<file path="src/rtl/irq_sel_pkg.sv">
package irq_sel_pkg;

  typedef enum logic [1:0] {
    SRC_COS  = 2'b00,
    SRC_PAIR = 2'b01,
    SRC_FALL = 2'b10,
    SRC_CNT  = 2'b11
  } src_mode_e;

  // gated two-pin function evaluated on synchronized levels after the edge
  function automatic logic pair_trigger(input logic c0_lvl, input logic c0_rise,
                                        input logic c3_lvl, input logic c3_fall);
    return (c3_fall & ~c0_lvl) | (c0_rise & c3_lvl);
  endfunction

  function automatic logic pick_source(input src_mode_e mode, input logic cos_hit,
                                       input logic pair_hit, input logic fall_hit,
                                       input logic cnt_hit);
    logic hit;
    unique case (mode)
      SRC_COS:  hit = cos_hit;
      SRC_PAIR: hit = pair_hit;
      SRC_FALL: hit = fall_hit;
      default:  hit = cnt_hit;
    endcase
    return hit;
  endfunction

  // an event in the clear cycle wins over the clear
  function automatic logic next_pending(input logic pend, input logic trig, input logic clr);
    return (pend & ~clr) | trig;
  endfunction

endpackage

</file>
<file path="src/rtl/irq_pin_edge.sv">
module irq_pin_edge #(
  parameter int STAGES = 2
) (
  input  logic clk,
  input  logic rst_n,
  input  logic pin,
  output logic lvl,
  output logic rise,
  output logic fall
);
  logic [STAGES-1:0] sync_q;
  logic              prev_q;

  always_ff @(posedge clk or negedge rst_n) begin
    if (!rst_n) begin
      sync_q <= '0;
      prev_q <= 1'b0;
    end else begin
      sync_q <= {sync_q[STAGES-2:0], pin};
      prev_q <= sync_q[STAGES-1];
    end
  end

  assign lvl  = sync_q[STAGES-1];
  assign rise = lvl & ~prev_q;
  assign fall = ~lvl & prev_q;
endmodule

</file>
<file path="src/rtl/irq_req_chan.sv">
module irq_req_chan
  import irq_sel_pkg::*;
(
  input  logic      clk,
  input  logic      rst_n,
  input  src_mode_e mode,
  input  logic      cos_hit,
  input  logic      cnt_hit,
  input  logic      c0_lvl,
  input  logic      c0_rise,
  input  logic      c0_fall,
  input  logic      c3_lvl,
  input  logic      c3_fall,
  input  logic      clr,
  output logic      pair_hit,
  output logic      trig,
  output logic      pending
);
  assign pair_hit = pair_trigger(c0_lvl, c0_rise, c3_lvl, c3_fall);
  assign trig     = pick_source(mode, cos_hit, pair_hit, c0_fall, cnt_hit);

  always_ff @(posedge clk or negedge rst_n) begin
    if (!rst_n) pending <= 1'b0;
    else        pending <= next_pending(pending, trig, clr);
  end
endmodule

</file>
<file path="src/rtl/irq_reg_port.sv">
module irq_reg_port #(
  parameter int ADDR_W = 8,
  parameter int DATA_W = 8,
  parameter int NREQ   = 2,
  parameter logic [ADDR_W-1:0] SEL_ADR  = 'h50,
  parameter logic [ADDR_W-1:0] CLR_ADR  = 'h54,
  parameter logic [ADDR_W-1:0] STAT_ADR = 'h58
) (
  input  logic              clk,
  input  logic              rst_n,
  input  logic              wr_en,
  input  logic [ADDR_W-1:0] addr,
  input  logic [DATA_W-1:0] wdata,
  input  logic [NREQ-1:0]   pend,
  output logic [2*NREQ-1:0] sel_word,
  output logic              clr_stb,
  output logic [DATA_W-1:0] rdata
);
  localparam int SEL_W = 2 * NREQ;

  always_ff @(posedge clk or negedge rst_n) begin
    if (!rst_n)                          sel_word <= '0;
    else if (wr_en && addr == SEL_ADR)   sel_word <= wdata[SEL_W-1:0];
  end

  assign clr_stb = wr_en && (addr == CLR_ADR);

  always_comb begin
    rdata = '0;
    if (addr == STAT_ADR) rdata[NREQ-1:0] = pend;
  end
endmodule

</file>
<file path="src/rtl/irq_source_sel.sv">
module irq_source_sel
  import irq_sel_pkg::*;
#(
  parameter int ADDR_W      = 8,
  parameter int DATA_W      = 8,
  parameter int NUM_REQ     = 2,
  parameter int SYNC_STAGES = 2
) (
  input  logic               clk,
  input  logic               rst_n,
  input  logic               wr_en,
  input  logic [ADDR_W-1:0]  addr,
  input  logic [DATA_W-1:0]  wdata,
  output logic [DATA_W-1:0]  rdata,
  input  logic [NUM_REQ-1:0] cos_evt,
  input  logic [NUM_REQ-1:0] cnt_evt,
  input  logic [NUM_REQ-1:0] pin_c0,
  input  logic [NUM_REQ-1:0] pin_c3,
  output logic               irq_host
);
  localparam int SEL_W = 2 * NUM_REQ;

  logic [SEL_W-1:0]   sel_word;
  logic               clr_stb;
  logic [NUM_REQ-1:0] pend_vec, trig_vec, pair_vec;
  logic [NUM_REQ-1:0] c0_lvl, c0_rise, c0_fall;
  logic [NUM_REQ-1:0] c3_lvl, c3_rise, c3_fall;
  logic               unused_c3_rise;

  assign unused_c3_rise = ^c3_rise;

  irq_reg_port #(.ADDR_W(ADDR_W), .DATA_W(DATA_W), .NREQ(NUM_REQ)) u_regs (
    .clk(clk), .rst_n(rst_n), .wr_en(wr_en), .addr(addr), .wdata(wdata),
    .pend(pend_vec), .sel_word(sel_word), .clr_stb(clr_stb), .rdata(rdata)
  );

  for (genvar i = 0; i < NUM_REQ; i++) begin : g_req
    irq_pin_edge #(.STAGES(SYNC_STAGES)) u_c0 (
      .clk(clk), .rst_n(rst_n), .pin(pin_c0[i]),
      .lvl(c0_lvl[i]), .rise(c0_rise[i]), .fall(c0_fall[i])
    );
    irq_pin_edge #(.STAGES(SYNC_STAGES)) u_c3 (
      .clk(clk), .rst_n(rst_n), .pin(pin_c3[i]),
      .lvl(c3_lvl[i]), .rise(c3_rise[i]), .fall(c3_fall[i])
    );
    irq_req_chan u_chan (
      .clk(clk), .rst_n(rst_n),
      .mode(src_mode_e'(sel_word[2*i +: 2])),
      .cos_hit(cos_evt[i]), .cnt_hit(cnt_evt[i]),
      .c0_lvl(c0_lvl[i]), .c0_rise(c0_rise[i]), .c0_fall(c0_fall[i]),
      .c3_lvl(c3_lvl[i]), .c3_fall(c3_fall[i]),
      .clr(clr_stb), .pair_hit(pair_vec[i]), .trig(trig_vec[i]),
      .pending(pend_vec[i])
    );
  end

  assign irq_host = |pend_vec;
endmodule

</file>
<file path="config.mk">
export PLATFORM = sky130hd
export DESIGN_NAME = irq_source_sel
export DESIGN_NICKNAME = d
export VERILOG_FILES = /design/src/rtl/irq_sel_pkg.sv /design/src/rtl/irq_pin_edge.sv /design/src/rtl/irq_req_chan.sv /design/src/rtl/irq_reg_port.sv /design/src/rtl/irq_source_sel.sv
export SDC_FILE = /design/constraint.sdc
export NUM_CORES = 1
export LEC_CHECK = 0
export BUFFER_PORTS_ARGS = -buffer_cell sky130_fd_sc_hd__buf_2
export CORE_MARGIN = 2
export CORE_UTILIZATION = 46
export CTS_CLUSTER_DIAMETER = 60
export DETAILED_ROUTE_END_ITERATION = 12
export PLACE_DENSITY = 0.76
export SETUP_SLACK_MARGIN = 0.5
export SLEW_MARGIN = 20
export SYNTH_ARGS = -nofsm -noshare
export SYNTH_HDL_FRONTEND = slang
export SYNTH_HIERARCHICAL = 1
export SYNTH_SLANG_ARGS = --single-unit
</file>
<file path="constraint.sdc">
create_clock -name clk -period 1.6 [get_ports clk]
set_input_delay 0.08 -clock clk [delete_from_list [all_inputs] [get_ports clk]]
set_output_delay 0.08 -clock clk [all_outputs]
set_load 0.1 [all_outputs]
</file>
==> results_tabular.tex, run 1 <==
\begin{tabular}{lr}
\hline
Metric & Value \\
\hline
\multicolumn{2}{l}{\textbf{Outcome}} \\
Outcome & finished, final reports clean \\
\multicolumn{2}{l}{\textbf{Drt}} \\
Number of design-rule violations left by the first detailed-router iteration & 1 \\
Post-Route WL & 1378 µm \\
Routed vias & 563 \\
Per-cell via count in the routed design & 4.615 \\
Routed length per instance & 11.30 µm \\
DRC violation count after routing & 0 \\
Count of nets left with antenna violations after detail routing & 0 \\
Number of optimization iterations in the first detailed-route pass & 2 \\
\multicolumn{2}{l}{\textbf{Setup path}} \\
Start-to-end type of the worst setup path & input pin to output port \\
Crit path max-delay cell type & sky130\_fd\_sc\_hd\_\_or4b\_4 \\
Worst path max stage delay & 0.52 ns \\
R2r startpoint & g\_req[1].u\_c3/sync\_q[1] \\
Largest fanout on the critical path & 2 \\
Category of the worst setup path launch point & input pin \\
Arr. time, crit path & 1.29 ns \\
Required time reported for the critical path endpoint & 1.52 ns \\
Depth of the worst register-to-register path & 4 \\
Reg-to-reg setup timing slack & 0.43 ns \\
Kind of end point of the critical path & output port \\
Reg-to-Reg End & g\_req[1].u\_chan/pending \\
Critical path buffers and inverters & 2 \\
Kind of cell adding the most delay to the critical path & simple AND/OR/NAND/NOR gates \\
Cell Chain, Critical Path & buf\_6 -> or4b\_4 -> and2b\_2 -> and3\_4 -> buf\_12 \\
\multicolumn{2}{l}{\textbf{Power and ir drop}} \\
Clk pwr share & 29.3\% \\
Combinational Power Share & 17.7\% \\
Pwr per Cell Area & 772.7 nW/µm² \\
Worst supply voltage drop on vdd & 0.7183 mV \\
Net Switching & 0.2425 mW \\
Switching Fraction & 26.35\% \\
Sequential power share & 53.0\% \\
Static leakage & 0.5539 nW \\
Internal power contribution & 0.6779 mW \\
\multicolumn{2}{l}{\textbf{Synthesis}} \\
Post-synthesis instance total & 58 \\
Yosys warning total & 6 \\
Cell area after synthesis & 822.0 µm² \\
Post-Synthesis Mean Instance Area & 14.17 µm² \\
\multicolumn{2}{l}{\textbf{Cells and area}} \\
Design Area, Final & 1191 µm² \\
Number of nets in the finished design & 125 \\
Fill count & 132 \\
Share of cells above drive strength 1 & 58.76\% \\
Antenna fix cells & 0 \\
Relative area change from synthesis to final layout & 44.90\% \\
\multicolumn{2}{l}{\textbf{STA}} \\
\# setup viols final & 0 \\
Skew final & 0.009644 ns \\
Share of the clock period used by the worst path & 85.39\% \\
Setup repair after global routing missed its margin & true \\
Setup TNS Final & 0 ns \\
Final count of pins violating max slew & 0 \\
Minimum clock period & 1.366 ns \\
Hold slack & 0.01619 ns \\
Number of hold-slack violations in the final timing report & 0 \\
Max Freq & 731.9 MHz \\
\multicolumn{2}{l}{\textbf{Global route}} \\
First-pass GRT wire length & 2104 µm \\
Total global-route track usage & 14.27\% \\
Initial antenna violation count & 0 \\
Overflow left after global routing & 0 \\
Pin count of the biggest net entering global routing & 19 \\
Number of global-route vias before repair & 543 \\
\multicolumn{2}{l}{\textbf{Floorplanning}} \\
Floorplan row count & 15 \\
IO Count & 36 \\
Die Span Y & 46.28 µm \\
Die area & 2141 µm² \\
DIE WIDTH & 46.28 µm \\
Starting density of the core & 48.13\% \\
Std-Cell Core Area & 1708 µm² \\
\multicolumn{2}{l}{\textbf{Placed design}} \\
Total half-perimeter wirelength after legalization and detailed placement & 985.5 µm \\
Routability congestion estimate & 0.6610 \\
I/O Buffers & 25 \\
Instance area after placement & 992.2 µm² \\
\multicolumn{2}{l}{\textbf{Worst hold path}} \\
Cells on Worst Hold Path & 2 \\
Type of the worst min-delay path & input pin to flip-flop \\
Launch instance of the worst min-delay path & wdata[0] \\
Endpoint, Worst Hold & u\_regs/sel\_word[0] \\
\multicolumn{2}{l}{\textbf{Clock network}} \\
Root buffer selected by CTS & sky130\_fd\_sc\_hd\_\_clkbuf\_4 \\
Clock transition time at the flip-flop clock pins of the worst setup and hold paths & 0.10 ns \\
Clock insertion delay at the later pin of the skew report & 0.29 ns \\
Worst-case clock buffer depth & 2 \\
Clock sinks & 18 \\
Maximum level of the CTS H-tree & 1 \\
TritonCTS clock tree & built \\
Total clock buffers created by CTS & 3 \\
\multicolumn{2}{l}{\textbf{Flow run}} \\
Max-cap viol count & 0 \\
\hline
\end{tabular}
## worst max-delay path by stage
stage	slack, ns	cells past startpoint	start	endpoint
global route	0.21	5	addr[1]	rdata[0]
global placement	0.20	4	addr[1]	u_regs/sel_word[0]
finish	0.23	5	addr[1]	rdata[0]
detailed placement	0.20	4	addr[1]	u_regs/sel_word[1]
CTS	0.23	5	addr[5]	rdata[0]
floorplan	0.32	3	addr[1]	rdata[0]
## cells in the final DEF, fill, tap and decap left out, drive strengths merged
cell type	count
nand4b	1
mux2i	2
nor2b	4
o311ai	2
dfrtp	18
buf	31
dlygate4sd3	5
and2b	5
mux2	4
or4b	1
nor3b	1
conb	6
and3	2
o221ai	2
inv	2
nand4bb	1
nand2b	2
nor3	1
or2	1
and2	2
clkbuf	4
## area by class of cell
cell class,count,area (µm²),share of cell area (%)
flip-flops and latches,18,450.4,37.82
multi-input cells,37,380.4,31.93
repair buffers,36,285.3,23.95
clock buffers,4,36.28,3.046
well taps,25,31.28,2.626
inverters,2,7.507,0.6303
## stage by stage
step / setup WS (ns) / cells / power [mW] / util (%)
after floorplan: 0.3159 / 63 / 0.5989 / -
after global placement: 0.2036 / 107 / 0.6272 / 58.10
after detailed placement: 0.1960 / 107 / 0.6312 / 58.10
after CTS: 0.2344 / 121 / 0.9300 / 67.84
after global routing: 0.2068 / 122 / 0.9639 / 69.74
final: 0.2337 / 122 / 0.9204 / 69.74
## layer usage
layer	GRT usage [%]	up-vias	part of all wire, %
met3	5.882	0	5.4
met2	28.89	22	61
li1	-	266	-
met4	3.429	0	0
met5	0	-	0
met1	12.44	275	34
## power groups by stage
stage / clock network [mW] / registers (mW) / logic, mW
floorplan: 0 / 0.495 / 0.104
detailed placement: 0 / 0.499 / 0.133
finish: 0.269 / 0.488 / 0.163
global placement: 0 / 0.497 / 0.130
CTS: 0.284 / 0.488 / 0.158
global route: 0.300 / 0.491 / 0.173
## flip-flops by register name, indices dropped and copies added, names as in the netlist
register and count:
g_req.u_c3/sync_q 4, u_regs/sel_word 4, g_req.u_chan/pending 2, g_req.u_c3/prev_q 2, g_req.u_c0/prev_q 2, g_req.u_c0/sync_q 4
## what timing repair did
| item | 4_1_cts | 5_1_grt |
|---|---|---|
| setup endpoints to repair | 5 | 9 |
| hold endpoints to repair | 22 | 0 |
| hold buffers | 5 | 0 |
| pin swaps | 1 | 3 |
| setup buffers | 5 | 1 |
| gates resized for setup | 11 | 5 |
Note: power is estimated with default switching activity, not from simulation.
==> run 2, diff against run 1 <==
--- a/config.mk
+++ b/config.mk
@@ -5,6 +5,7 @@
 export SDC_FILE = /design/constraint.sdc
 export NUM_CORES = 1
 export LEC_CHECK = 0
+export ABC_AREA = 1
 export BUFFER_PORTS_ARGS = -buffer_cell sky130_fd_sc_hd__buf_2
 export CORE_MARGIN = 2
 export CORE_UTILIZATION = 46
==> run 2 against run 1 <==
Via count grew 27%. Synthesized area up 5.6%. Worst hold slack better by 0.0065 ns. Setup slack improved by 0.24 ns. Wire length increased by 7.1%. Flip-flop and latch count is the same. Sequential power is essentially flat. Global-route usage is 0.41 points higher. Clock skew fell by 0.0013 ns. Utilization decreased by 3.0 points. Maximum frequency increased by 21%. Sequential share of layout area rose by 0.85 points.
==> results_tabular.tex, run 2 <==
\begin{tabular}{lr}
\hline
Metric & Value \\
\hline
\multicolumn{2}{l}{\textbf{Global route}} \\
First-pass GRT wire length & 2297 µm (+9.2\%) \\
Total global-route track usage & 14.68\% (+0.41 points) \\
Number of global-route vias before repair & 586 (+7.9\%) \\
Pin count of the biggest net entering global routing & 19 (unchanged) \\
Overflow left after global routing & 0 (unchanged) \\
Initial antenna violation count & 0 (unchanged) \\
\multicolumn{2}{l}{\textbf{Drt}} \\
Per-cell via count in the routed design & 4.169 (-9.7\%) \\
Routed vias & 717 (+27\%) \\
Post-Route WL & 1476 µm (+7.1\%) \\
DRC violation count after routing & 0 (unchanged) \\
Highest metal used & met4 \\
Detailed route wirelength on metal2 & 713 µm (-15\%) \\
Met3 routed WL & 111 µm (+50\%) \\
Number of optimization iterations in the first detailed-route pass & 4 (+2) \\
Number of design-rule violations left by the first detailed-router iteration & 20 (+19) \\
Count of nets left with antenna violations after detail routing & 0 (unchanged) \\
Met1 routed wirelength after detailed routing & 640 µm (+37\%) \\
Routed length per instance & 8.581 µm (-24\%) \\
\multicolumn{2}{l}{\textbf{Clock network}} \\
Clock sinks & 18 (unchanged) \\
Root buffer selected by CTS & sky130\_fd\_sc\_hd\_\_clkbuf\_4 \\
Total clock buffers created by CTS & 3 (unchanged) \\
TritonCTS clock tree & built \\
Clock transition time at the flip-flop clock pins of the worst setup and hold paths & 0.10 ns (about the same) \\
Maximum level of the CTS H-tree & 1 (unchanged) \\
Worst-case clock buffer depth & 2 (unchanged) \\
Clock insertion delay at the later pin of the skew report & 0.29 ns (about the same) \\
\multicolumn{2}{l}{\textbf{STA}} \\
Number of hold-slack violations in the final timing report & 0 (unchanged) \\
Share of the clock period used by the worst path & 70.68\% (-15 points) \\
Hold slack & 0.02270 ns (+0.006515 ns) \\
\# setup viols final & 0 (unchanged) \\
Minimum clock period & 1.131 ns (-0.2354 ns) \\
Final count of pins violating max slew & 0 (unchanged) \\
Setup repair after global routing missed its margin & true \\
Final Worst Setup Slack & 0.4692 ns (+0.2354 ns) \\
Setup TNS Final & 0 ns (unchanged) \\
Max Freq & 884.3 MHz (+21\%) \\
Skew final & 0.008377 ns (-0.001267 ns) \\
\multicolumn{2}{l}{\textbf{Cells and area}} \\
Design Area, Final & 1165 µm² (-2.2\%) \\
Antenna fix cells & 0 (unchanged) \\
Number of nets in the finished design & 175 (+40\%) \\
Most common library cell in the layout ignoring fill and taps & sky130\_fd\_sc\_hd\_\_nand2\_1 \\
Most frequent cells in the layout & 28 x sky130\_fd\_sc\_hd\_\_nand2\_1, 24 x sky130\_fd\_sc\_hd\_\_inv\_1, 22 x sky130\_fd\_sc\_hd\_\_buf\_2, 18 x sky130\_fd\_sc\_hd\_\_dfrtp\_1, 10 x sky130\_fd\_sc\_hd\_\_nor2\_1 \\
Relative area change from synthesis to final layout & 34.15\% \\
Share of cells above drive strength 1 & 30.61\% (-28 points) \\
Top Registers & g\_req.u\_c0/sync\_q x4, g\_req.u\_c3/sync\_q x4, u\_regs/sel\_word x4 \\
Multi-input logic area & 310.3 µm² (-18\%) \\
Fill count & 165 (+25\%) \\
Final cell utilization of the core & 66.74\% (-3.0 points) \\
Final std cells w/o fill & 172 (+41\%) \\
Sequential cell area in the final layout & 450.4 µm² (unchanged) \\
\multicolumn{2}{l}{\textbf{Floorplanning}} \\
Die area & 2251 µm² (+5.1\%) \\
IO Count & 36 (unchanged) \\
DIE WIDTH & 47.45 µm (+2.5\%) \\
Std-Cell Core Area & 1745 µm² (+2.2\%) \\
Die Span Y & 47.45 µm (+2.5\%) \\
Starting density of the core & 49.75\% (+1.6 points) \\
Floorplan row count & 15 (unchanged) \\
\multicolumn{2}{l}{\textbf{Setup path}} \\
Start-to-end type of the worst setup path & flip-flop to output port \\
Largest fanout on the critical path & 3 (+1) \\
Critical path buffers and inverters & 2 (unchanged) \\
R2r startpoint & g\_req[0].u\_c0/sync\_q[1] \\
Arr. time, crit path & 1.05 ns (-0.24 ns) \\
Required time reported for the critical path endpoint & 1.52 ns (about the same) \\
Worst path max stage delay & 0.40 ns (-0.12 ns) \\
Kind of end point of the critical path & output port \\
Cell Chain, Critical Path & inv\_2 -> nor2\_4 -> buf\_12 \\
Kind of cell adding the most delay to the critical path & flip-flops \\
Reg-to-Reg End & g\_req[0].u\_chan/pending \\
Category of the worst setup path launch point & flip-flop \\
Depth of the worst register-to-register path & 8 (+4) \\
Crit path max-delay cell type & sky130\_fd\_sc\_hd\_\_dfrtp\_1 \\
Reg-to-reg setup timing slack & 0.69 ns (+0.26 ns) \\
\multicolumn{2}{l}{\textbf{Synthesis}} \\
Post-synthesis instance total & 111 (+91\%) \\
Post-Synthesis Mean Instance Area & 7.823 µm² (-45\%) \\
Yosys warning total & 6 (unchanged) \\
Cell area after synthesis & 868.3 µm² (+5.6\%) \\
\multicolumn{2}{l}{\textbf{Worst hold path}} \\
Type of the worst min-delay path & input pin to flip-flop \\
Cells on Worst Hold Path & 3 (+1) \\
Endpoint, Worst Hold & u\_regs/sel\_word[0] \\
Launch instance of the worst min-delay path & wdata[0] \\
\multicolumn{2}{l}{\textbf{Placed design}} \\
I/O Buffers & 25 (unchanged) \\
Total half-perimeter wirelength after legalization and detailed placement & 1128 µm (+14\%) \\
Post-Place Setup Slack & 0.4389 ns (+0.2429 ns) \\
Routability congestion estimate & 0.7170 (+8.5\%) \\
Instance area after placement & 1003 µm² (+1.1\%) \\
DP Cell Count & 160 (+50\%) \\
\multicolumn{2}{l}{\textbf{Outcome}} \\
Outcome & finished, final reports clean \\
\multicolumn{2}{l}{\textbf{Power and ir drop}} \\
Pwr per Cell Area & 783.9 nW/µm² (+1.5\%) \\
Worst supply voltage drop on vdd & 0.7198 mV (+0.21\%) \\
Total power & 0.9132 mW (-0.78\%) \\
Static leakage & 0.6685 nW (+21\%) \\
\multicolumn{2}{l}{\textbf{Flow run}} \\
Max-cap viol count & 0 (unchanged) \\
\hline
\end{tabular}
[run 2: power breakdown]
part | switching, mW | leakage [nW] | internal, mW | total [mW]
sequential | 0.0108 | 0.213 | 0.475 | 0.486
clock | 0.132 | 0.0210 | 0.139 | 0.270
combinational | 0.111 | 0.435 | 0.0462 | 0.157
total | 0.254 | 0.668 | 0.659 | 0.913
[run 2: per-layer routing]
metal / track usage, % / vias to the layer above
met5: 0 / -
met4: 3.889 / 0
met3: 5.283 / 3
met2: 22.97 / 25
met1: 19.51 / 306
li1: - / 383
[run 2: tightest hold or removal path: cells and delay by family]
kind / cells / cell delay, ns
buffers and inverters: 1 / 0.08
AND/OR/NAND/NOR: 2 / 0.13
[run 2: how the worst max path moves through the flow]
stage / from / endpoint / slack, ns / depth (start not counted)
6_report: g_req[0].u_chan/pending / rdata[0] / 0.47 / 3
2_1_floorplan: g_req[0].u_chan/pending / rdata[0] / 0.33 / 2
4_1_cts: g_req[1].u_chan/pending / rdata[1] / 0.45 / 3
3_3_place_gp: addr[7] / rdata[0] / 0.46 / 7
3_5_place_dp: addr[5] / rdata[1] / 0.44 / 7
5_1_grt: g_req[0].u_chan/pending / rdata[0] / 0.41 / 3
[run 2: timing repair]
| item | 4_1_cts | 5_1_grt |
|---|---|---|
| hold buffers | 5 | 0 |
| setup buffers | 1 | 2 |
| endpoints found under the setup margin | 3 | 3 |
| pin swaps | 2 | 1 |
| endpoints found under the hold margin | 22 | 0 |
| gates resized for setup | 13 | 2 |
[run 2: area by class of cell]
class	instances	area share [%]
well taps	25	2.685
clock buffers	4	3.115
repair buffers	33	20.84
flip-flops and latches	18	38.67
inverters	25	8.056
multi-input cells	67	26.64
